`config.mk`:
```
export PLATFORM = sky130hd
export DESIGN_NAME = sha2x_sched_expander
export DESIGN_NICKNAME = d
export VERILOG_FILES = /design/src/rtl/sha2x_pkg.sv /design/src/rtl/sha2x_sigma.sv /design/src/rtl/sha2x_modsum.sv /design/src/rtl/sha2x_sched_expander.sv
export SDC_FILE = /design/constraint.sdc
export NUM_CORES = 2
export LEC_CHECK = 0
export BUFFER_PORTS_ARGS = -buffer_cell sky130_fd_sc_hd__buf_4
export CAP_MARGIN = 15
export CORE_AREA = 2 2 426 428
export DETAILED_ROUTE_END_ITERATION = 10
export DIE_AREA = 0 0 428 430
export PLACE_DENSITY = 0.57
export SYNTH_ARGS = -nofsm -noshare
export SYNTH_HDL_FRONTEND = slang
export SYNTH_SLANG_ARGS = --single-unit
```
`constraint.sdc`:
```
create_clock -name clk -period 5.1 [get_ports clk]
set_input_delay 0.51 -clock clk [delete_from_list [all_inputs] [get_ports clk]]
set_output_delay 0.51 -clock clk [all_outputs]
set_load 0.005 [all_outputs]
```
`src/rtl/sha2x_pkg.sv`:
```
`timescale 1ns/1ps
package sha2x_pkg;
    localparam int WIDE_W     = 64;
    localparam int NARROW_W   = WIDE_W / 2;
    localparam int WIN_D      = 16;
    localparam int RND_NARROW = 64;
    localparam int RND_WIDE   = 80;
    localparam int CNT_W      = $clog2(RND_WIDE);
    localparam int BLK_W      = WIN_D * WIDE_W;
    // window taps relative to the oldest entry
    localparam int TAP_S0     = 1;
    localparam int TAP_MID    = WIN_D - 7;
    localparam int TAP_S1     = WIN_D - 2;

    typedef logic [WIDE_W-1:0]   word_t;
    typedef logic [NARROW_W-1:0] half_t;

    typedef struct packed {
        word_t [WIN_D-1:0]  win;
        logic [CNT_W-1:0]   cnt;
        logic               active;
        logic               wide;
    } sched_st_t;

    function automatic half_t rotr_n(half_t x, int unsigned n);
        return (x >> n) | (x << (NARROW_W - n));
    endfunction

    function automatic word_t rotr_w(word_t x, int unsigned n);
        return (x >> n) | (x << (WIDE_W - n));
    endfunction

    function automatic word_t narrow_to_word(half_t h);
        return {{(WIDE_W-NARROW_W){1'b0}}, h};
    endfunction
endpackage

```
`src/rtl/sha2x_sigma.sv`:
```
`timescale 1ns/1ps
module sha2x_sigma
    import sha2x_pkg::*;
#(
    parameter bit ONE = 1'b0
) (
    input  word_t x_i,
    input  logic  wide_i,
    output word_t y_o
);
    // rotate / shift amounts picked by variant
    localparam int N_RA = ONE ? 17 : 7;
    localparam int N_RB = ONE ? 19 : 18;
    localparam int N_SH = ONE ? 10 : 3;
    localparam int W_RA = ONE ? 19 : 1;
    localparam int W_RB = ONE ? 61 : 8;
    localparam int W_SH = ONE ? 6  : 7;

    half_t lo;
    half_t n_y;
    word_t w_y;

    always_comb begin
        lo  = x_i[NARROW_W-1:0];
        n_y = rotr_n(lo, N_RA) ^ rotr_n(lo, N_RB) ^ (lo >> N_SH);
        w_y = rotr_w(x_i, W_RA) ^ rotr_w(x_i, W_RB) ^ (x_i >> W_SH);
        y_o = wide_i ? w_y : narrow_to_word(n_y);
    end
endmodule

```
`src/rtl/sha2x_modsum.sv`:
```
`timescale 1ns/1ps
module sha2x_modsum
    import sha2x_pkg::*;
(
    input  word_t a_i,
    input  word_t b_i,
    input  word_t c_i,
    input  word_t d_i,
    input  logic  wide_i,
    output word_t s_o
);
    word_t s_wide;
    half_t s_narrow;

    always_comb begin
        s_wide   = a_i + b_i + c_i + d_i;
        s_narrow = a_i[NARROW_W-1:0] + b_i[NARROW_W-1:0]
                 + c_i[NARROW_W-1:0] + d_i[NARROW_W-1:0];
        s_o      = wide_i ? s_wide : narrow_to_word(s_narrow);
    end
endmodule

```
`src/rtl/sha2x_sched_expander.sv`:
```
`timescale 1ns/1ps
module sha2x_sched_expander
    import sha2x_pkg::*;
(
    input  logic              clk,
    input  logic              rst_n,
    input  logic              mode_i,
    input  logic              load_i,
    input  logic [BLK_W-1:0]  block_i,
    input  logic              adv_i,
    output logic [WIDE_W-1:0] word_o,
    output logic              last_o
);
    sched_st_t          st_d, st_q;
    word_t              sig0, sig1, fresh;
    logic [CNT_W-1:0]   last_idx;
    logic               at_end;

    sha2x_sigma #(.ONE(1'b0)) i_sig0 (
        .x_i    (st_q.win[TAP_S0]),
        .wide_i (st_q.wide),
        .y_o    (sig0)
    );

    sha2x_sigma #(.ONE(1'b1)) i_sig1 (
        .x_i    (st_q.win[TAP_S1]),
        .wide_i (st_q.wide),
        .y_o    (sig1)
    );

    sha2x_modsum i_sum (
        .a_i    (sig1),
        .b_i    (st_q.win[TAP_MID]),
        .c_i    (sig0),
        .d_i    (st_q.win[0]),
        .wide_i (st_q.wide),
        .s_o    (fresh)
    );

    always_comb begin
        last_idx = st_q.wide ? CNT_W'(RND_WIDE - 1) : CNT_W'(RND_NARROW - 1);
        at_end   = st_q.active && (st_q.cnt == last_idx);
        st_d     = st_q;
        if (load_i) begin
            st_d.wide   = mode_i;
            st_d.active = 1'b1;
            st_d.cnt    = '0;
            for (int k = 0; k < WIN_D; k++) begin
                st_d.win[k] = mode_i ? word_t'(block_i[k*WIDE_W +: WIDE_W])
                                     : narrow_to_word(block_i[k*WIDE_W +: NARROW_W]);
            end
        end else if (adv_i && st_q.active && !at_end) begin
            for (int k = 0; k < WIN_D - 1; k++) begin
                st_d.win[k] = st_q.win[k+1];
            end
            st_d.win[WIN_D-1] = fresh;
            st_d.cnt          = st_q.cnt + 1'b1;
        end
    end

    always_ff @(posedge clk) begin
        if (!rst_n) begin
            st_q <= '0;
        end else begin
            st_q <= st_d;
        end
    end

    assign word_o = st_q.win[0];
    assign last_o = at_end;
endmodule

```
# == Word level (Yosys, flattened, before mapping) ==
# Cells that the tools add are included.
# classes
bitwise_logic,17
eq_ne,1
n_reduce_logical,6
muxes,22
add_sub_neg,7
# ops
operator,count
$mux 1031,2
$mux 64,19
$add 64x64->64,3
$xor 64x64->64,2
$add 32x32->32,3
$or 3x64->64,1
$or 45x64->64,1
$or 56x64->64,1
$or 63x64->64,1
$xor 32x32->32,2
$xor 64x57->64,1
$xor 64x58->64,1
$or 13x32->32,1
$or 14x32->32,1
$or 15x32->32,1
$or 25x32->32,1
$xor 32x22->32,1
$xor 32x29->32,1
$add 7x1->7 const B,1
$eq 7x7->1,1
$mux 7,1
$logic_and 1x1->1,3
$reduce_bool 2->1,1
$reduce_or 2->1,1
other kinds (2),2
# word_totals
regBits,1033

# == Depth between registers and ports, before layout ==
# logic_depth
word_depth,10
mapped_depth,23
ltp_nobuf,21

# == Modules after synthesis ==
# Synthesis repeated with hierarchy kept, for this count alone.
# hier_totals
cells_unflattened,7114
hier_area_um2,55580.8
# by_module_without_submodules
mod,cells_per_inst,seq_area_each_um2,instances,area_per_inst_um2
sha2x_sched_expander,5473,20679.8,1,43201.4
sha2x_modsum,1109,0.0,1,7947.6
sha2x_sigma at i_sig1,271,0.0,1,2277.2
sha2x_sigma at i_sig0,261,0.0,1,2154.6

# == Least setup slack after synthesis ==
# Ideal clock, no wire load.
# synth_path
kind,flip-flop to flip-flop
startpoint,register st_q[0] in the netlist's numbering
endpoint,register st_q[1030] in the netlist's numbering
path_stages_with_launch,22
path_buffers,2
setup_time_ns,0.123
t_required_ns,4.977
slack_ns,0.255
t_arrival_ns,4.722
cell_sequence,dfxtp_1 clkbuf_1 clkbuf_1 nand2_1 o21ai_0 xnor2_1 fa_1 fa_1 inv_1 ha_1 inv_1 fa_1 nand2b_1 a21oi_1 o31ai_1 a2111oi_1 o2111ai_1 a21oi_1 o21ai_1 and2_1 o21ai_1 mux2_1
# synth_via
elab_chain_cells,7
word_cells_on_any_way,14
cone_classes,add/sub (3); eq/ne (1); mux (6); reduce/logical (4)
# synth_lines
item,line,source
from (decl),sha2x_sched_expander.sv:14,"sched_st_t st_d, st_q;"
from (signal assigned),sha2x_sched_expander.sv:65,st_q <= st_d;
$mux 64,sha2x_sigma.sv:27,y_o = wide_i ? w_y : narrow_to_word(n_y);
$add 64x64->64 (3 in series),sha2x_modsum.sv:16,s_wide = a_i + b_i + c_i + d_i;
$mux 64,sha2x_modsum.sv:19,s_o = wide_i ? s_wide : narrow_to_word(s_narrow);
$mux 1031,sha2x_sched_expander.sv:52,end else if (adv_i && st_q.active && !at_end) begin
$mux 1031,sha2x_sched_expander.sv:44,if (load_i) begin
# Parallel ways exist; a longest one is shown, timed or not. The select of a mux whose other input is x is not followed.
# A chain may end at the register's enable or synchronous reset.

# == Final worst setup path ==
# layout_path
startpoint,register st_q[83] in the netlist's numbering
endpoint,register st_q[1018] in the netlist's numbering
# layout_via
elab_chain_cells,9
word_cells_on_any_way,14
cone_classes,add/sub (2); mux (4); bitwise (8)
# layout_lines
item,line,source
$or 56x64->64 (tied with other cells),sha2x_pkg.sv:30,return (x >> n) | (x << (WIDE_W - n));
$xor 64x64->64 / $xor 32x32->32 (equally long branches),"sha2x_sigma.sv:26, sha2x_sigma.sv:25",
$xor 64x57->64 / $xor 32x29->32 (equally long branches),"sha2x_sigma.sv:26, sha2x_sigma.sv:25",
$mux 64 *,sha2x_sigma.sv:27,
$add 64x64->64 * (2 in series),sha2x_modsum.sv:16,
$mux 64 *,sha2x_modsum.sv:19,
$mux 1031 *,sha2x_sched_expander.sv:52,
$mux 1031 *,sha2x_sched_expander.sv:44,
# Mark *: on every way between the ends. The rest lies on a longest branch, timed or not. The select of a mux whose other input is x is not followed.

==> flow_metrics.tcl <==
set metrics [dict create \
    status "finished clean" \
    setup_viol 0 \
    worstHoldPathType "in -> reg" \
    fmax_mhz 203 \
    ir_drop_mv 0.276 \
    synth_flop_cell "dfxtp_1" \
    dr_wl_met3_um 25500 \
    maxCapViolCount 0 \
    num-fill-cells 18262 \
    num_vias 65702 \
    die-width_um 428 \
    synthesis.area_um2 56300 \
    antenna_found_initial 99 \
    p_leak_uw 0.0336 \
    dr.pass1.iters 8 \
    yosys_register_bits 1033 \
    power.density_nw_per_um2 317 \
    p_int_uw 17200 \
    drt_iter0_drc 7194 \
    finalMaxSlewViolations 0 \
    place_area_um2 67800 \
    die_y_um 430 \
    timing.hold.ws_ns 0.0272 \
    synth.yosys.seq_area_share_pct 36.7 \
    netlist_top_cells_count "a21oi_1 (1819), nand2_1 (1632), nor2_1 (1510), dfxtp_1 (1033), clkbuf_1 (603)" \
    cts_tree "built" \
    switching_share_pct 33.9 \
    p_comb_share_pct 28.7 \
    slew-limit-headroom_pct 29.1 \
    top_layer "met5" \
    grt_usage_pct 33.9 \
    netlist_instances 8238 \
    setup_ws_ns 0.171 \
    cts_root_buf "clkbuf_16" \
    grt_pass1_vias 62806 \
    fin_nets 11239 \
    fin_crit_ns 4.93 \
    numCtsBuffers 131 \
    pwr-share-clk_pct 36.8 \
    io_pins 1094 \
    worstSetupEndpointType "flop" \
    clk_latency_ns 0.83 \
    yosys_warnings 0 \
    cp.required_ns 5.74 \
    drt_wl_total_um 328000 \
    route.detailed.drc 0 \
    worst_pin_slew_ns 1.06 \
    dpl_worst_slack_ns -0.381 \
    async_flop_share_pct 0 \
    grt_first_pass_wirelength_um 452000 \
    gp_congestion 0.991 \
    routedWlPerCell_um 26.1 \
    hpwl_um 252000 \
    cp_common_cell "buf_4" \
    final_cells 12563 \
    arrival_ns 5.57 \
    yosysTopAreaCell "dfxtp_1" \
    drive_gt1_share_pct 17.3 \
    dieArea_um2 184000 \
    grt_max_degree 206 \
    p_seq_share_pct 34.5 \
    final_antenna_net_count 0 \
    viasPerCell 5.23 \
    post-route-util_pct 45.8 \
    portBuffers 1093 \
    synth.avg_cell_area_um2 6.84 \
    crit_chain "buf_4, xnor2_1, buf_4, o21ai_0, xnor2_1, buf_4, fa_1, fa_1, inv_1, ha_1, buf_4, a21oi_1, o21ai_0, a41o_1, a21oi_2, o221a_2, nand2_1, buf_4, a41oi_1, xor2_1, o22ai_1" \
    finalCritPeriodShare_pct 96.6 \
    slowest_delay_ns 0.50 \
    htree_levels 4 \
    path_clk_slew_ns 0.06 \
    postLayoutCellArea_um2 82300 \
    core_um2 180000 \
    worst-path-max-fanout 8 \
    start_util_pct 31.3 \
    hold_violations 0 \
    skew_ns 0.0668 \
    synth_cell_type_count 71 \
    clock-sinks 1033 \
    syn_to_final_growth_pct 46.0 \
    cp_slowest_cell "fa_1" \
    grt-ovfl-total 0 \
    dr_wl_met2_um 153000 \
    synth.net_count 9457 \
    crit_type "reg -> reg" \
    p_sw_uw 8850 \
    synth.top_cell.area_share_pct 36.7 \
    row_count 156 \
    synth_edf_count 0 \
    drt-met1-wl_um 133000 \
    netlist_top_cells_area "dfxtp_1 (37%), a21oi_1 (16%), nand2_1 (11%)" \
    synth.most_common_cell "a21oi_1" \
    cp-start-kind "flop" \
    dp_cells 11306 \
    clk_path_buf_depth 3 \
]
path summary, 6_finish.rpt:
path | from | endpoint | slack (ns) | cells after the start
max | st_q[83] | st_q[1018] | 0.17 | 21
min | block_i[70] | st_q[79] | 0.03 | 3
max reg2reg | st_q[83] | st_q[1018] | 0.17 | 21
min reg2reg | st_q[981] | st_q[981] | 0.49 | 2
layer usage:
layer / GRT usage (%) / vias to the layer above
met4: 15.8 / 48
li1: - / 30367
met3: 6.80 / 658
met1: 42.8 / 31554
met5: 0 / -
met2: 55.5 / 3075
area by class of cell:
class	instances	area [um^2]	area share, %
diodes	74	185	0.225
clock buffers	192	3790	4.61
clock inverters	40	572	0.695
inverters	245	927	1.13
multi-input cells	6180	31800	38.7
flip-flops and latches	1033	20700	25.2
well taps	2370	2970	3.61
repair buffers	2429	21300	25.9
flip-flops by register name, indices dropped and copies added (netlist names):
register,count
st_q,969
word_o,64
worst max-delay path: cells and delay by family (launching register included):
kind / cells / cell delay, ns
compound gates: 8 / 1.78
fa+ha+maj: 3 / 1.22
buf+inv: 6 / 0.84
xor+xnor: 3 / 0.49
flops: 1 / 0.33
simple gates: 1 / 0.11
through the flow:
step	total power, uW	setup TNS, ns
floorplan	12400	0
global placement	15800	-4.27
detailed placement	15800	-2.20
CTS	26000	-0.0179
global route	27100	-0.0104
finish	26100	0
power by group through the flow:
stage	logic [uW]	registers [uW]	clock network, uW
2_1_floorplan	3500	8890	0
3_3_place_gp	6630	9150	0
3_5_place_dp	6610	9160	0
4_1_cts	7350	8980	9690
5_1_grt	8010	9030	10000
6_report	7490	9010	9590
layout by cell type (no fill, tap or decap), types with 18 or more instances in the layout:
cell type | Yosys | layout
a21oi_1 | 1819 | 1816
nand2_1 | 1632 | 1631
nor2_1 | 1510 | 1508
buf_4 | 64 | 1427
dfxtp_1 | 1033 | 1024
dlygate4sd3_1 | 0 | 945
o21ai_0 | 317 | 310
xnor2_1 | 293 | 288
inv_1 | 244 | 243
clkbuf_16 | 0 | 134
fa_1 | 126 | 125
xor2_1 | 87 | 87
diode_2 | 0 | 74
ha_1 | 64 | 57
buf_12 | 0 | 48
a21o_1 | 35 | 35
clkbuf_1 | 603 | 34
clkbuf_8 | 0 | 27
a211oi_1 | 25 | 22
nand4_1 | 22 | 22
a22oi_1 | 20 | 20
and2_1 | 23 | 19
o22ai_1 | 18 | 18
repair_timing:
item	in CTS	in global routing
setup buffers	0	5
endpoints found under the hold margin	945	0
endpoints found under the setup margin	24	32
gates resized for setup	14	60
pin swaps	3	22
hold buffers	945	0
gates cloned	0	2
logic make-up (layout without fill, tap and decap cells):
family | Yosys count | after routing | share of synthesized area [%]
flops | 1033 | 1033 | 36.7
simple gates | 3253 | 3253 | 22.1
mux | 3 | 3 | 0.0578
other cells | 0 | 74 | 0
compound gates | 2354 | 2354 | 22.0
fa+ha+maj | 190 | 190 | 5.90
buf+inv | 1025 | 2906 | 7.29
xor+xnor | 380 | 380 | 5.91
(Power assumes the default switching activity.)
